File: config.mk
export PLATFORM = sky130hd
export DESIGN_NAME = mdio_scan_master
export DESIGN_NICKNAME = d
export VERILOG_FILES = /design/src/rtl/mdio_pkg.sv /design/src/rtl/mdio_clk_gen.sv /design/src/rtl/mdio_frame_engine.sv /design/src/rtl/mdio_phy_scan.sv /design/src/rtl/mdio_scan_master.sv
export SDC_FILE = /design/constraint.sdc
export NUM_CORES = 1
export LEC_CHECK = 0
export BUFFER_PORTS_ARGS = -buffer_cell sky130_fd_sc_hd__clkbuf_2
export CAP_MARGIN = 40
export CELL_PAD_IN_SITES_DETAIL_PLACEMENT = 0
export CELL_PAD_IN_SITES_GLOBAL_PLACEMENT = 1
export CORE_AREA = 5 5 170 172
export DETAILED_ROUTE_END_ITERATION = 10
export DIE_AREA = 0 0 175 177
export PLACE_DENSITY_LB_ADDON = 0.25
export SLEW_MARGIN = 15
export SYNTH_ARGS = -nofsm -noshare
export SYNTH_HDL_FRONTEND = slang
export SYNTH_SLANG_ARGS = --single-unit
File: constraint.sdc
create_clock -name clk_i -period 2.7 [get_ports clk_i]
set_input_delay 0.27 -clock clk_i [delete_from_list [all_inputs] [get_ports clk_i]]
set_output_delay 0.27 -clock clk_i [all_outputs]
set_load 0.05 [all_outputs]
File: src/rtl/mdio_pkg.sv
package mdio_pkg;
  localparam int unsigned ADDR_W     = 5;
  localparam int unsigned DATA_W     = 16;
  localparam int unsigned CODE_W     = 3;
  localparam int unsigned DCNT_W     = 7;
  localparam int unsigned PRE_LEN    = 32;
  localparam int unsigned FRAME_LEN  = 64;
  localparam int unsigned IDX_W      = $clog2(FRAME_LEN);
  localparam int unsigned TA_FIRST   = 46;
  localparam int unsigned DATA_FIRST = 48;

  localparam logic [1:0] SOF   = 2'b01;
  localparam logic [1:0] OP_WR = 2'b01;
  localparam logic [1:0] OP_RD = 2'b10;
  localparam logic [1:0] TA_WR = 2'b10;

  localparam logic [ADDR_W-1:0] ID_REG_HI  = 5'd2;
  localparam logic [ADDR_W-1:0] ID_REG_LO  = 5'd3;
  localparam logic [ADDR_W-1:0] SCAN_FIRST = 5'd1;
  localparam logic [ADDR_W-1:0] SCAN_LAST  = 5'd30;
  localparam logic [DATA_W-1:0] ID_LO_MASK = 16'hFFF0;

  typedef struct packed {
    logic              write;
    logic [ADDR_W-1:0] phy;
    logic [ADDR_W-1:0] regad;
    logic [DATA_W-1:0] wdata;
  } mdio_req_t;

  typedef enum logic [2:0] {
    SC_IDLE, SC_ISSUE_HI, SC_WAIT_HI, SC_ISSUE_LO, SC_WAIT_LO
  } scan_state_e;

  function automatic logic [CODE_W-1:0] band_code(longint unsigned hz);
    if (hz <= 64'd20_000_000)       return 3'd0;
    else if (hz <= 64'd40_000_000)  return 3'd1;
    else if (hz <= 64'd80_000_000)  return 3'd2;
    else if (hz <= 64'd120_000_000) return 3'd3;
    else if (hz <= 64'd160_000_000) return 3'd4;
    else                            return 3'd5;
  endfunction

  function automatic logic [DCNT_W-1:0] div_ratio(logic [CODE_W-1:0] code);
    case (code)
      3'd0:    return 7'd8;
      3'd1:    return 7'd16;
      3'd2:    return 7'd32;
      3'd3:    return 7'd48;
      3'd4:    return 7'd64;
      default: return 7'd96;
    endcase
  endfunction
endpackage

File: src/rtl/mdio_clk_gen.sv
module mdio_clk_gen
  import mdio_pkg::*;
#(
  parameter logic [CODE_W-1:0] MIN_CODE = '0
) (
  input  logic              clk_i,
  input  logic              rst_ni,
  input  logic [CODE_W-1:0] div_code_i,
  output logic              mdc_o,
  output logic              rise_o,
  output logic              fall_o
);
  logic [CODE_W-1:0] code_eff;
  logic [DCNT_W-1:0] ratio, half, cnt_q;
  logic              mdc_q;

  assign code_eff = (div_code_i < MIN_CODE) ? MIN_CODE : div_code_i;
  assign ratio    = div_ratio(code_eff);
  assign half     = ratio >> 1;
  assign fall_o   = (cnt_q >= ratio - 7'd1);
  assign rise_o   = (cnt_q == half - 7'd1);
  assign mdc_o    = mdc_q;

  always_ff @(posedge clk_i or negedge rst_ni) begin
    if (!rst_ni) begin
      cnt_q <= '0;
      mdc_q <= 1'b0;
    end else begin
      cnt_q <= fall_o ? '0 : cnt_q + 7'd1;
      if (fall_o)      mdc_q <= 1'b0;
      else if (rise_o) mdc_q <= 1'b1;
    end
  end
endmodule

File: src/rtl/mdio_frame_engine.sv
module mdio_frame_engine
  import mdio_pkg::*;
(
  input  logic              clk_i,
  input  logic              rst_ni,
  input  logic              tick_rise_i,
  input  logic              tick_fall_i,
  input  logic              start_i,
  input  mdio_req_t         req_i,
  output logic              busy_o,
  output logic              done_o,
  output logic [DATA_W-1:0] rd_data_o,
  output logic              mdio_o,
  output logic              mdio_oe_o,
  input  logic              mdio_i
);
  logic                 busy_q, live_q, rd_q, done_q;
  logic [IDX_W-1:0]     idx_q;
  logic [FRAME_LEN-1:0] shreg_q, frame_w;
  logic [DATA_W-1:0]    rsh_q, rdat_q;

  assign frame_w = {{PRE_LEN{1'b1}}, SOF,
                    req_i.write ? OP_WR : OP_RD,
                    req_i.phy, req_i.regad,
                    req_i.write ? TA_WR : 2'b11,
                    req_i.write ? req_i.wdata : {DATA_W{1'b1}}};

  assign busy_o    = busy_q;
  assign done_o    = done_q;
  assign rd_data_o = rdat_q;
  assign mdio_o    = live_q ? shreg_q[FRAME_LEN-1] : 1'b1;
  assign mdio_oe_o = live_q && !(rd_q && (idx_q >= IDX_W'(TA_FIRST)));

  always_ff @(posedge clk_i or negedge rst_ni) begin
    if (!rst_ni) begin
      busy_q  <= 1'b0;
      live_q  <= 1'b0;
      rd_q    <= 1'b0;
      done_q  <= 1'b0;
      idx_q   <= '0;
      shreg_q <= '1;
      rsh_q   <= '0;
      rdat_q  <= '0;
    end else begin
      done_q <= 1'b0;
      if (start_i && !busy_q) begin
        busy_q  <= 1'b1;
        live_q  <= 1'b0;
        rd_q    <= !req_i.write;
        shreg_q <= frame_w;
        idx_q   <= '0;
      end else if (busy_q && tick_fall_i) begin
        if (!live_q) begin
          live_q <= 1'b1;                      // first bit goes out here
        end else if (idx_q == IDX_W'(FRAME_LEN - 1)) begin
          busy_q <= 1'b0;
          live_q <= 1'b0;
          done_q <= 1'b1;
          if (rd_q) rdat_q <= rsh_q;
        end else begin
          idx_q   <= idx_q + 1'b1;
          shreg_q <= {shreg_q[FRAME_LEN-2:0], 1'b1};
        end
      end
      if (live_q && rd_q && tick_rise_i && (idx_q >= IDX_W'(DATA_FIRST)))
        rsh_q <= {rsh_q[DATA_W-2:0], mdio_i};
    end
  end
endmodule

File: src/rtl/mdio_phy_scan.sv
module mdio_phy_scan
  import mdio_pkg::*;
#(
  parameter int unsigned SCAN_RETRIES = 100
) (
  input  logic              clk_i,
  input  logic              rst_ni,
  input  logic              start_i,
  input  logic [31:0]       exp_id_i,
  input  logic              eng_done_i,
  input  logic [DATA_W-1:0] eng_rdata_i,
  output logic              active_o,
  output logic              go_o,
  output mdio_req_t         req_o,
  output logic [ADDR_W-1:0] found_o,
  output logic              fail_o
);
  localparam int unsigned PASSES = (SCAN_RETRIES == 0) ? 1 : SCAN_RETRIES;
  localparam int unsigned PW     = $clog2(PASSES + 1);

  scan_state_e       state_q;
  logic [ADDR_W-1:0] addr_q, found_q;
  logic [PW-1:0]     pass_q;
  logic [31:0]       exp_q;
  logic [DATA_W-1:0] hi_q;
  logic              fail_q, hit;

  assign active_o = (state_q != SC_IDLE);
  assign go_o     = (state_q == SC_ISSUE_HI) || (state_q == SC_ISSUE_LO);
  assign req_o    = '{write: 1'b0, phy: addr_q,
                      regad: (state_q == SC_ISSUE_HI) ? ID_REG_HI : ID_REG_LO,
                      wdata: '0};
  assign found_o  = found_q;
  assign fail_o   = fail_q;
  assign hit      = (hi_q == exp_q[31:16]) &&
                    ((eng_rdata_i & ID_LO_MASK) == (exp_q[15:0] & ID_LO_MASK));

  always_ff @(posedge clk_i or negedge rst_ni) begin
    if (!rst_ni) begin
      state_q <= SC_IDLE;
      addr_q  <= SCAN_FIRST;
      found_q <= '0;
      pass_q  <= '0;
      exp_q   <= '0;
      hi_q    <= '0;
      fail_q  <= 1'b0;
    end else begin
      case (state_q)
        SC_IDLE: if (start_i) begin
          addr_q  <= SCAN_FIRST;
          pass_q  <= '0;
          found_q <= '0;
          fail_q  <= 1'b0;
          exp_q   <= exp_id_i;
          state_q <= SC_ISSUE_HI;
        end
        SC_ISSUE_HI: state_q <= SC_WAIT_HI;
        SC_WAIT_HI: if (eng_done_i) begin
          hi_q    <= eng_rdata_i;
          state_q <= SC_ISSUE_LO;
        end
        SC_ISSUE_LO: state_q <= SC_WAIT_LO;
        SC_WAIT_LO: if (eng_done_i) begin
          if (hit) begin
            found_q <= addr_q;
            state_q <= SC_IDLE;
          end else if (addr_q == SCAN_LAST) begin
            if (pass_q == PW'(PASSES - 1)) begin
              fail_q  <= 1'b1;
              state_q <= SC_IDLE;
            end else begin
              pass_q  <= pass_q + 1'b1;
              addr_q  <= SCAN_FIRST;
              state_q <= SC_ISSUE_HI;
            end
          end else begin
            addr_q  <= addr_q + 1'b1;
            state_q <= SC_ISSUE_HI;
          end
        end
        default: state_q <= SC_IDLE;
      endcase
    end
  end
endmodule

File: src/rtl/mdio_scan_master.sv
module mdio_scan_master
  import mdio_pkg::*;
#(
  parameter longint unsigned SYS_CLK_HZ   = 100_000_000,
  parameter int unsigned     SCAN_RETRIES = 100
) (
  input  logic              clk_i,
  input  logic              rst_ni,
  input  logic [CODE_W-1:0] div_code_i,
  input  logic              req_valid_i,
  input  logic              req_write_i,
  input  logic [ADDR_W-1:0] req_phy_i,
  input  logic [ADDR_W-1:0] req_reg_i,
  input  logic [DATA_W-1:0] req_wdata_i,
  output logic [DATA_W-1:0] rd_data_o,
  output logic              idle_o,
  input  logic              scan_start_i,
  input  logic [31:0]       exp_id_i,
  output logic [ADDR_W-1:0] found_addr_o,
  output logic              scan_fail_o,
  output logic              mdc_o,
  output logic              mdio_o,
  output logic              mdio_oe_o,
  input  logic              mdio_i
);
  localparam logic [CODE_W-1:0] MIN_CODE = band_code(SYS_CLK_HZ);

  if (SYS_CLK_HZ > 64'd240_000_000) begin : g_clk_guard
    $error("mdio_scan_master: system clock above 240 MHz is not supported");
  end

  logic      tick_rise, tick_fall, eng_busy, eng_done, eng_start;
  logic      user_go, scan_go, scan_active, scan_issue;
  mdio_req_t user_req, scan_req, eng_req;

  assign idle_o    = !eng_busy && !scan_active;
  assign user_go   = req_valid_i && idle_o;
  assign scan_go   = scan_start_i && idle_o && !req_valid_i;
  assign user_req  = '{write: req_write_i, phy: req_phy_i,
                       regad: req_reg_i, wdata: req_wdata_i};
  assign eng_req   = scan_active ? scan_req : user_req;
  assign eng_start = user_go || scan_issue;

  mdio_clk_gen #(.MIN_CODE(MIN_CODE)) i_clk_gen (
    .clk_i      (clk_i),
    .rst_ni     (rst_ni),
    .div_code_i (div_code_i),
    .mdc_o      (mdc_o),
    .rise_o     (tick_rise),
    .fall_o     (tick_fall)
  );

  mdio_frame_engine i_engine (
    .clk_i       (clk_i),
    .rst_ni      (rst_ni),
    .tick_rise_i (tick_rise),
    .tick_fall_i (tick_fall),
    .start_i     (eng_start),
    .req_i       (eng_req),
    .busy_o      (eng_busy),
    .done_o      (eng_done),
    .rd_data_o   (rd_data_o),
    .mdio_o      (mdio_o),
    .mdio_oe_o   (mdio_oe_o),
    .mdio_i      (mdio_i)
  );

  mdio_phy_scan #(.SCAN_RETRIES(SCAN_RETRIES)) i_scan (
    .clk_i       (clk_i),
    .rst_ni      (rst_ni),
    .start_i     (scan_go),
    .exp_id_i    (exp_id_i),
    .eng_done_i  (eng_done),
    .eng_rdata_i (rd_data_o),
    .active_o    (scan_active),
    .go_o        (scan_issue),
    .req_o       (scan_req),
    .found_o     (found_addr_o),
    .fail_o      (scan_fail_o)
  );
endmodule

# Yosys cells after proc, flatten, opt, wreduce, memory -nomap -nowiden
# Cells that the tools add are included.
dict set report totals {
  reg_bits 183
  output_inout_bits 26
  word_cells 149
}
dict set report classes {
  add_sub_neg 6
  order_cmp 4
  eq_ne 24
  n_mux 60
  n_bitwise 1
  n_reduce_logical 37
}
# op count
set op_table {}
lappend op_table {{two-way mux 64 bit} 4}
lappend op_table {{two-way mux 7 bit} 6}
lappend op_table {{two-way mux 5 bit} 8}
lappend op_table {{case mux 7 bit (5 select lines)} 1}
lappend op_table {{two-way mux 27 bit} 1}
lappend op_table {{two-way mux 1 bit} 24}
lappend op_table {{two-way mux 6 bit} 4}
lappend op_table {{case mux 5 bit (2 select lines)} 2}
lappend op_table {{== test 16 bit} 1}
lappend op_table {{two-way mux 16 bit} 1}
lappend op_table {{two-way mux 3 bit} 5}
lappend op_table {{case mux 3 bit (5 select lines)} 1}
lappend op_table {{adder 7 x 1 -> 7 bit, second input constant} 2}
lappend op_table {{case mux 7 bit (2 select lines)} 1}
lappend op_table {{== test 12 bit} 1}
lappend op_table {{== test 3 x 2 -> 1 bit, second input constant} 4}
lappend op_table {{greater-or-equal comparator 6 bit, second input constant} 2}
lappend op_table {{logical AND 1 bit} 12}
lappend op_table {{AND reduction 6 bit} 2}
lappend op_table {{!= test 2 x 1 -> 1 bit, second input constant} 5}
lappend op_table {{AND reduction 5 bit} 2}
lappend op_table {{nonzero test 2 bit} 5}
lappend op_table {{AND reduction 3 bit} 3}
lappend op_table {{!= test 2 bit, second input constant} 4}
lappend op_table {{22 further kinds} 31}

# Depth between registers and ports, before layout
# Gate-level depths: netlist of the first run.
dict set report depth {
  depth_word 9
  depth_mapped 12
}

# Cells and area by module
# A second synthesis of the first run with hierarchy kept.
dict set report hier_totals {
  hier_cells 788
  hier_area_um2 8772.2
}
# module instances cells_each area_per_inst_um2 seq_area_each_um2
set modules_own_cells {}
lappend modules_own_cells {mdio_frame_engine 1 417 4520.6 2732.6}
lappend modules_own_cells {mdio_phy_scan 1 280 3335.7 1627.8}
lappend modules_own_cells {mdio_clk_gen 1 58 521.8 200.2}
lappend modules_own_cells {mdio_scan_master 1 33 394.1 0.0}

# Least setup slack after synthesis of the first run
# OpenSTA, ideal clock, no wires.
dict set report synth_timing {
  path_type {register -> register}
  from {reg i_scan.state_q[2]}
  to {reg i_engine.shreg_q[19]}
  setup_ns 0.083
  arrival_time_ns 2.874
  required_ns 2.617
  setup_slack_ns -0.257
  stages_incl_launch_ff 6
  synth_period_minus_slack_ns 2.957
  cell_sequence {dfrtp_1 -> clkbuf_1 -> nor4_1 -> and2_1 -> a21oi_1 -> a221o_1}
}
dict set report synth_between {
  elab_chain_cells 8
  word_cells_on_any_way 15
  classes_between {eq/ne (3); mux (2); reduce/logical (10)}
}
# item line
set synth_lines {}
lappend synth_lines {{from (decl)} mdio_phy_scan.sv:21} ;# scan_state_e state_q;
lappend synth_lines {{from (signal assigned)} mdio_phy_scan.sv:40} ;# state_q <= SC_IDLE;
lappend synth_lines {{from (signal assigned)} mdio_phy_scan.sv:55} ;# state_q <= SC_ISSUE_HI;
lappend synth_lines {{from (signal assigned)} mdio_phy_scan.sv:57} ;# SC_ISSUE_HI: state_q <= SC_WAIT_HI;
lappend synth_lines {{nonzero test 3 bit *} mdio_phy_scan.sv:28} ;# assign active_o = (state_q != SC_IDLE);
lappend synth_lines {{zero test 1 bit *} mdio_scan_master.sv:36} ;# assign idle_o = !eng_busy && !scan_active;
lappend synth_lines {{logical AND 1 bit *} mdio_scan_master.sv:36}
lappend synth_lines {{via idle_o} mdio_scan_master.sv:16} ;# output logic idle_o,
lappend synth_lines {{logical AND 1 bit *} mdio_scan_master.sv:37} ;# assign user_go = req_valid_i && idle_o;
lappend synth_lines {{logical OR 1 bit *} mdio_scan_master.sv:42} ;# assign eng_start = user_go || scan_issue;
lappend synth_lines {{logical AND 1 bit *} mdio_frame_engine.sv:46} ;# if (start_i && !busy_q) begin
lappend synth_lines {{!= test 2 x 1 -> 1 bit (no line) or nonzero test 2 bit (tied branches)} -}
lappend synth_lines {{AND reduction 3 bit (no line)} -}
lappend synth_lines {{to (signal assigned)} mdio_frame_engine.sv:50} ;# shreg_q <= frame_w;
lappend synth_lines {{to (signal assigned)} mdio_frame_engine.sv:62} ;# shreg_q <= {shreg_q[FRAME_LEN-2:0], 1'b1};
lappend synth_lines {{to (decl)} mdio_frame_engine.sv:19} ;# logic [FRAME_LEN-1:0] shreg_q, frame_w;
# The timed path passes the listed nets; every way through them passes the cells marked *.
# A chain may end at the register's enable or synchronous reset.

# Worst setup path after layout of the first run
dict set report layout_timing {
  from {reg i_clk_gen.cnt_q[4]}
  to {reg i_engine.rsh_q[14]}
}
dict set report layout_between {
  elab_chain_cells 3
}
# item line
set layout_lines {}
lappend layout_lines {{from (decl)} mdio_clk_gen.sv:14} ;# logic [DCNT_W-1:0] ratio, half, cnt_q;
lappend layout_lines {{from (signal assigned)} mdio_clk_gen.sv:29} ;# cnt_q <= fall_o ? '0 : cnt_q + 7'd1;
lappend layout_lines {{== test 7 bit} mdio_clk_gen.sv:21} ;# assign rise_o = (cnt_q == half - 7'd1);
lappend layout_lines {{logical AND 1 bit (2 in a row)} mdio_frame_engine.sv:65} ;# if (live_q && rd_q && tick_rise_i && (idx_q >= IDX_W'(DATA_FIRST)))
lappend layout_lines {{to (signal assigned)} mdio_frame_engine.sv:66} ;# rsh_q <= {rsh_q[DATA_W-2:0], mdio_i};
lappend layout_lines {{to (decl)} mdio_frame_engine.sv:20} ;# logic [DATA_W-1:0] rsh_q, rdat_q;
# No other way between the ends.

==> results by group, run 1 <==
Run status
  – Outcome: finished clean

Worst setup path
  – Crit path arrival time: 2.68 ns
  – Reg2reg path depth: 6
  – Worst Setup EP: i_engine.rsh_q[14]$_DFFE_PN0P_
  – CP top delay family: simple AND/OR/NAND/NOR gates
  – Critical Path Fanout Max: 16
  – Crit. End Element: register
  – Reg2Reg Launch Point: i_clk_gen.cnt_q[4]$_DFF_PN0_
  – Required time of the critical path: roughly 3.0 ns
  – Critical path class: register to register
  – Worst-path cell chain: xor2_1 -> or3_1 -> a2111oi_2 -> and2_1 -> buf_12 -> mux2_2
  – Crit path max-delay cell type: a2111oi_2
  – Worst Path Buf+Inv: 1
  – Max incr delay on CP: 0.48 ns
  – Crit path depth: 6
  – Crit path launch type: register
  – Crit path launch: i_clk_gen.cnt_q[4]$_DFF_PN0_
  – Worst R2R Setup Slack: roughly 0.34 ns
  – Worst r2r dst: i_engine.rsh_q[14]$_DFFE_PN0P_

Timing
  – Setup ws final: 0.337 ns
  – Tcrit/Tclk final: a little under 90%
  – Final setup fails: 0
  – Fin Setup TNS: 0 ns
  – Max Transition Viols Final: 0
  – Tightest Pin Transition: 0.675 ns
  – Final hold violation count: 0
  – Fmax: between 400 and 500 MHz
  – Fin Clk Skew: about 0.017 ns
  – Unrepaired setup endpoints after global routing: false
  – Worst rel slew slack: between 50% and 60%
  – Min cycle time layout: 2.36 ns

Logic synthesis
  – Synth async-reset ratio: 100%
  – Syn Nets: between 800 and 900
  – Synth Flop Type: dfrtp_1
  – Top post-synthesis cells by area: dfrtp_1 (36%), dfstp_2 (21%), nand2_1 (9.3%), mux2_2 (6.6%), o21ai_0 (3.9%)
  – Number of enable flip-flop cells after synthesis: 0
  – Sequential fraction of the synthesis area: 56.9%
  – Yosys top cell by area: dfrtp_1
  – Mean Syn Cell Area: around 11 um2
  – Yosys reg bits: 179
  – Yosys warns: 0
  – Share of the synthesized area in the top cell type: ~36%
  – Yosys cell types: 61
  – Most instantiated library cell after synthesis: nand2_1
  – Syn Inst Count: 763
  – Cell area after synthesis: 0.00801 mm2
  – Synth top cells by count: nand2_1 (198), dfrtp_1 (114), dfstp_2 (65)

Final layout
  – Synthesis-to-finish area growth: 20.5%
  – Post-route cell area: between 0.009 and 0.01 mm2
  – Number of antenna diodes: 0
  – Nets: 939
  – Fin cells: between 1000 and 1500
  – Layout cells sized above 1: roughly 31%
  – # fillers: ~2800

Job
  – Max_cap viols: 0

Floorplanning
  – Core box area: 0.0273 mm2
  – Die Y-Extent: approximately 180 um
  – # IOs: 93
  – Row cnt: roughly 60
  – Initial Util: between 20% and 30%
  – Die area: 0.0310 mm2
  – Die Span X: approximately 180 um

CTS
  – CTS resizes: 0
  – Clk root buf: clkbuf_16
  – H-tree level count: 4
  – TritonCTS clock tree: done
  – Worst-Skew Late Latency: ~0.44 ns
  – Clock Tree Buf Depth: 2
  – CTS sink count: approximately 180
  – CTS buffer count: 17
  – Clock slew at reported path FFs: approximately 0.090 ns

Drt
  – DR iter-0 viols: approximately 340
  – Post-route DRC: 0
  – TritonRoute pass-1 iters: 4
  – Final WL: 19.0 mm
  – Vias per cell: 4.66
  – Vias: 5688
  – Antenna-violating nets left: 0
  – DR WL/cell: between 15 and 20 um

GRT
  – First-pass GRT wire length: between 30 and 40 mm
  – GR Util All Layers: approximately 13%
  – Vias in the first global route: 5974
  – Remaining Overflow, GRT: 0
  – Initial antenna violation count: 1
  – Largest net degree at the start of global routing: approximately 80

Power and ir drop
  – Power per Cell Area: between 700 and 800 mW/mm2
  – VDD IR max: approximately 0.00035 V
  – Lkg Pwr: approximately 4.8 nW

Place
  – PortBufs: between 80 and 90
  – Hpwl dp: 13.0 mm
  – Routability cong.: between 0.7 and 0.8
  – Post-Place Cells: around 1200
  – Placed cell area: 0.00900 mm2
  – Setup WS pre-CTS: 0.192 ns

Worst hold path
  – Hold/Removal Path Class: input pin to register
==> sequential cells by signal, summed over array words and instances (netlist names), 3 cells and up <==
name and cells:
i_scan.addr_q 5, i_scan.state_q 3, i_scan.found_o 5, i_engine.rd_data_o 16, i_scan.exp_q 28, i_clk_gen.cnt_q 7
i_scan.pass_q 7, i_scan.hi_q 16, i_engine.idx_q 6, i_engine.shreg_q 64, i_engine.rsh_q 16
==> cells in the final DEF (no fill, tap or decap), drive strengths merged, types with 2 or more instances in the layout <==
cell,instances
a2111oi,2
a21oi,18
a221o,7
a22o,6
a22oi,16
a31oi,4
and2,6
and3,5
buf,29
clkbuf,104
clkinv,8
conb,2
dfrtp,114
dfstp,65
dlygate4sd3,2
ha,10
inv,12
mux2,48
mux2i,5
nand2,199
nand2b,3
nand3,15
nand4,7
nor2,32
nor2b,2
nor3,6
nor4,9
o21a,4
o21ai,66
o22ai,4
o31ai,2
or3,4
or4,4
xnor2,6
xor2,33
==> layout make-up <==
cell class,count,area (um2),area share [%]
Clock buffer,17,425,4.41
Clock inverter,15,210,2.18
Inverter,6,22.5,0.233
Multi-Input combinational cell,540,3260,33.8
Sequential cell,179,4560,47.3
Tap cell,346,433,4.49
Timing Repair Buffer,118,739,7.66
==> tightest hold or removal path: cells and delay by family <==
family / cells / cell delay (ns)
buffers and inverters: 1 / 0.07
and+or+nand+nor: 2 / 0.08
==> how the worst min path moves through the flow <==
| stage | startpoint | to | cells past startpoint |
|---|---|---|---|
| after global routing | exp_id_i[22] | i_scan.exp_q[22]$_DFFE_PN0P_ | 3 |
| after CTS | exp_id_i[8] | i_scan.exp_q[8]$_DFFE_PN0P_ | 3 |
| final | exp_id_i[14] | i_scan.exp_q[14]$_DFFE_PN0P_ | 3 |
| after floorplan | rst_ni | i_clk_gen.cnt_q[0]$_DFF_PN0_ | 0 |
| after global placement | rst_ni | i_engine.idx_q[2]$_DFFE_PN0P_ | 1 |
| after detailed placement | rst_ni | i_engine.idx_q[2]$_DFFE_PN0P_ | 1 |
==> metrics by stage <==
step                power [mW]  hold slack (ns)  utilization [%]
floorplan                 3.92          -0.0256                -
global placement          4.31            0.195             32.9
detailed placement        4.31            0.194             32.9
CTS                       6.97         0.000677             35.3
global route              7.23           0.0113             35.3
finish                    6.87           0.0189             35.3
==> cell families (layout without fill, tap and decap cells) <==
logic type / count (synthesis) / in the layout / share of synthesized area (%)
compound gates: 139 / 139 / 11.0
mux: 53 / 53 / 7.37
fa+ha+maj: 10 / 10 / 1.56
xor+xnor: 39 / 39 / 4.26
other cells: 2 / 2 / 0.0937
simple gates: 297 / 297 / 16.3
flops: 179 / 179 / 56.9
buf+inv: 44 / 156 / 2.51
==> report_power, final <==
part | total [mW] | internal [mW] | leakage [nW] | switching, mW
Combinational | 1.02 | 0.394 | 2.31 | 0.623
Sequential | 3.23 | 3.03 | 2.23 | 0.200
Clock | 2.62 | 1.36 | 0.308 | 1.26
Total | 6.87 | 4.78 | 4.85 | 2.08
==> routing by layer <==
metal | up-vias | share of wire, % | track usage, %
met2 | 76 | 44 | 19.1
met5 | - | 0.10 | 0
met4 | 2 | 0.92 | 3.54
met3 | 14 | 3.7 | 2.99
li1 | 2824 | - | -
met1 | 2772 | 51 | 18.6
==> what timing repair did <==
item | CTS | global route
hold endpoints to repair | 6 | 0
setup buffers | 0 | 0
hold buffers | 2 | 0
(Power assumes the default switching activity.)
==> run 2, diff against run 1 <==
--- a/config.mk
+++ b/config.mk
@@ -12,6 +12,7 @@
 export CORE_AREA = 5 5 170 172
 export DETAILED_ROUTE_END_ITERATION = 10
 export DIE_AREA = 0 0 175 177
+export HOLD_SLACK_MARGIN = 0.05
 export PLACE_DENSITY_LB_ADDON = 0.25
 export SLEW_MARGIN = 15
 export SYNTH_ARGS = -nofsm -noshare
==> results by group, run 2 (synthesis gave the netlist of run 1 again) <==
Timing
  – Final setup fails: 0
  – Fin Clk Skew: between 0.015 and 0.02 ns
  – Unrepaired setup endpoints after global routing: false
  – Tcrit/Tclk final: between 80 and 90%
  – WHS: roughly 0.072 ns
  – Fmax: about 420 MHz
  – Min cycle time layout: 2.36 ns
  – Final hold violation count: 0
  – Max Transition Viols Final: 0
  – Worst rel slew slack: approximately 55%
  – Fin Setup TNS: 0 ns
  – Tightest Pin Transition: roughly 0.67 ns

GRT
  – Initial antenna violation count: 1
  – Vias in the first global route: 6076
  – GR Util All Layers: between 10% and 20%
  – Remaining Overflow, GRT: 0
  – Largest net degree at the start of global routing: slightly below 80
  – First-pass GRT wire length: about 32 mm

Final layout
  – Synthesis-to-finish area growth: 23.6%
  – Largest Register: i_engine.shreg_q
  – Largest regs: i_engine.shreg_q (64), i_scan.exp_q (28)
  – Max reg flops: 64
  – Commonest non-fill, non-tap cell in the layout: nand2_1
  – Nets: between 900 and 1000
  – Number of antenna diodes: 0
  – Most frequent cells in the layout: nand2_1 (198), dfrtp_1 (114), clkbuf_2 (87), dfstp_2 (65), o21ai_0 (62)
  – Layout cells sized above 1: a little under a third

Worst setup path
  – Crit. End Element: register
  – Critical path class: register to register
  – Crit path launch type: register
  – Max incr delay on CP: about 0.48 ns
  – Required time of the critical path: 3.01 ns
  – Crit path arrival time: 2.68 ns
  – Critical Path Fanout Max: 16
  – Worst-path cell chain: xor2_1 -> or3_1 -> a2111oi_2 -> and2_1 -> buf_12 -> mux2_2
  – Crit path max-delay cell type: a2111oi_2

Drt
  – Vias per cell: about 4.6
  – Antenna-violating nets left: 0
  – Vias: 5784
  – Final WL: 19.2 mm
  – DR WL/cell: around 15 um
  – DR iter-0 viols: about 360
  – Post-route DRC: 0
  – TritonRoute pass-1 iters: 4

Power and ir drop
  – Power per Cell Area: just under 700 mW/mm2
  – Comb power frac: 15.2%
  – Lkg Pwr: ~4.9 nW
  – Overall power: between 6 and 7 mW
  – Seq pwr share: between 40 and 50%
  – Clock share of power: 37.9%
  – Sw Pwr: 2.09 mW
  – Power Internal: approximately 4.8 mW
  – VDD IR max: about 0.00035 V
  – Sw Share: 30.3%

CTS
  – Post-CTS Setup Bufs: 0
  – Clk root buf: clkbuf_16
  – CTS buffer count: 17
  – Clock slew at reported path FFs: ~0.070 ns
  – H-tree level count: 4
  – Worst-Skew Late Latency: between 0.4 and 0.5 ns
  – Clock Tree Buf Depth: 2
  – CTS sink count: approximately 180
  – TritonCTS clock tree: done

Floorplanning
  – Die area: approximately 0.031 mm2
  – Core box area: 0.0273 mm2
  – Die Y-Extent: roughly 180 um
  – Row cnt: 61
  – # IOs: 93
  – Initial Util: between 20 and 30%
  – Die Span X: around 180 um

Place
  – Hpwl dp: between 10 and 15 mm
  – PortBufs: 88
  – Routability cong.: 0.715

Job
  – Max_cap viols: 0

Worst hold path
  – Hold/Removal Path Class: input pin to register

Run status
  – Outcome: finished clean
-- run 2: cell types whose count changed in the layout (fill, tap and decap cells not counted) --
cell | previous run | this run
dlygate4sd3_1 | 2 | 27
-- run 2: through the flow --
step	cells	util [%]	worst slack (ns)	instance area, um2
3_5_place_dp	1187	32.9	0.192	9000
4_1_cts	1246	36.2	0.289	9900
6_report	1246	36.2	0.337	9900
3_3_place_gp	1187	32.9	0.185	9000
2_1_floorplan	763	-	0.342	8020
5_1_grt	1246	36.2	0.172	9900
-- run 2: critical path: cells and delay by family, from the launching register on --
kind / cells / cell delay [ns]
simple gates: 2 / 0.59
flops: 1 / 0.45
xor+xnor: 1 / 0.20
buf+inv: 1 / 0.18
mux: 1 / 0.34
compound gates: 1 / 0.48
-- run 2: per-layer routing --
layer | vias to the layer above | track usage, % | part of all wire (%)
met2 | 82 | 19.6 | 44
met1 | 2812 | 18.8 | 51
met5 | - | 0 | 0.099
li1 | 2874 | - | -
met3 | 14 | 2.91 | 3.8
met4 | 2 | 3.54 | 0.91
-- run 2: power by group through the flow --
stage	Clock (mW)	Combinational [mW]	Sequential (mW)
detailed placement	0	1.04	3.28
global placement	0	1.03	3.28
finish	2.62	1.04	3.23
global route	2.79	1.20	3.27
floorplan	0	0.687	3.23
CTS	2.69	1.07	3.23
-- run 2: cell type report --
type,count,area (um2)
fill,2776,17400
clock inverter,15,210
clock buffer,17,425
multi-input combinational,540,3260
inverter,6,22.5
tap,346,433
timing repair buffer,143,990
sequential,179,4560
-- run 2: path summary, 6_finish.rpt --
| path | start | to | slack (ns) | cells past startpoint |
|---|---|---|---|---|
| max | i_clk_gen.cnt_q[4]$_DFF_PN0_ | i_engine.rsh_q[14]$_DFFE_PN0P_ | 0.34 | 6 |
| min | req_wdata_i[12] | i_engine.shreg_q[12]$_DFFE_PN1P_ | 0.07 | 3 |
| max reg2reg | i_clk_gen.cnt_q[4]$_DFF_PN0_ | i_engine.rsh_q[14]$_DFFE_PN0P_ | 0.34 | 6 |
| min reg2reg | i_engine.shreg_q[44]$_DFFE_PN1P_ | i_engine.shreg_q[45]$_DFFE_PN1P_ | 0.45 | 2 |
| max in group asynchronous | rst_ni | i_scan.hi_q[13]$_DFFE_PN0P_ | 1.66 | 3 |
| min in group asynchronous | rst_ni | i_engine.idx_q[4]$_DFFE_PN0P_ | 0.31 | 2 |
-- run 2: what timing repair did --
action / in CTS / in global routing
hold endpoints to repair: 59 / 0
hold buffers: 27 / 0
gates resized for setup: 0 / 0
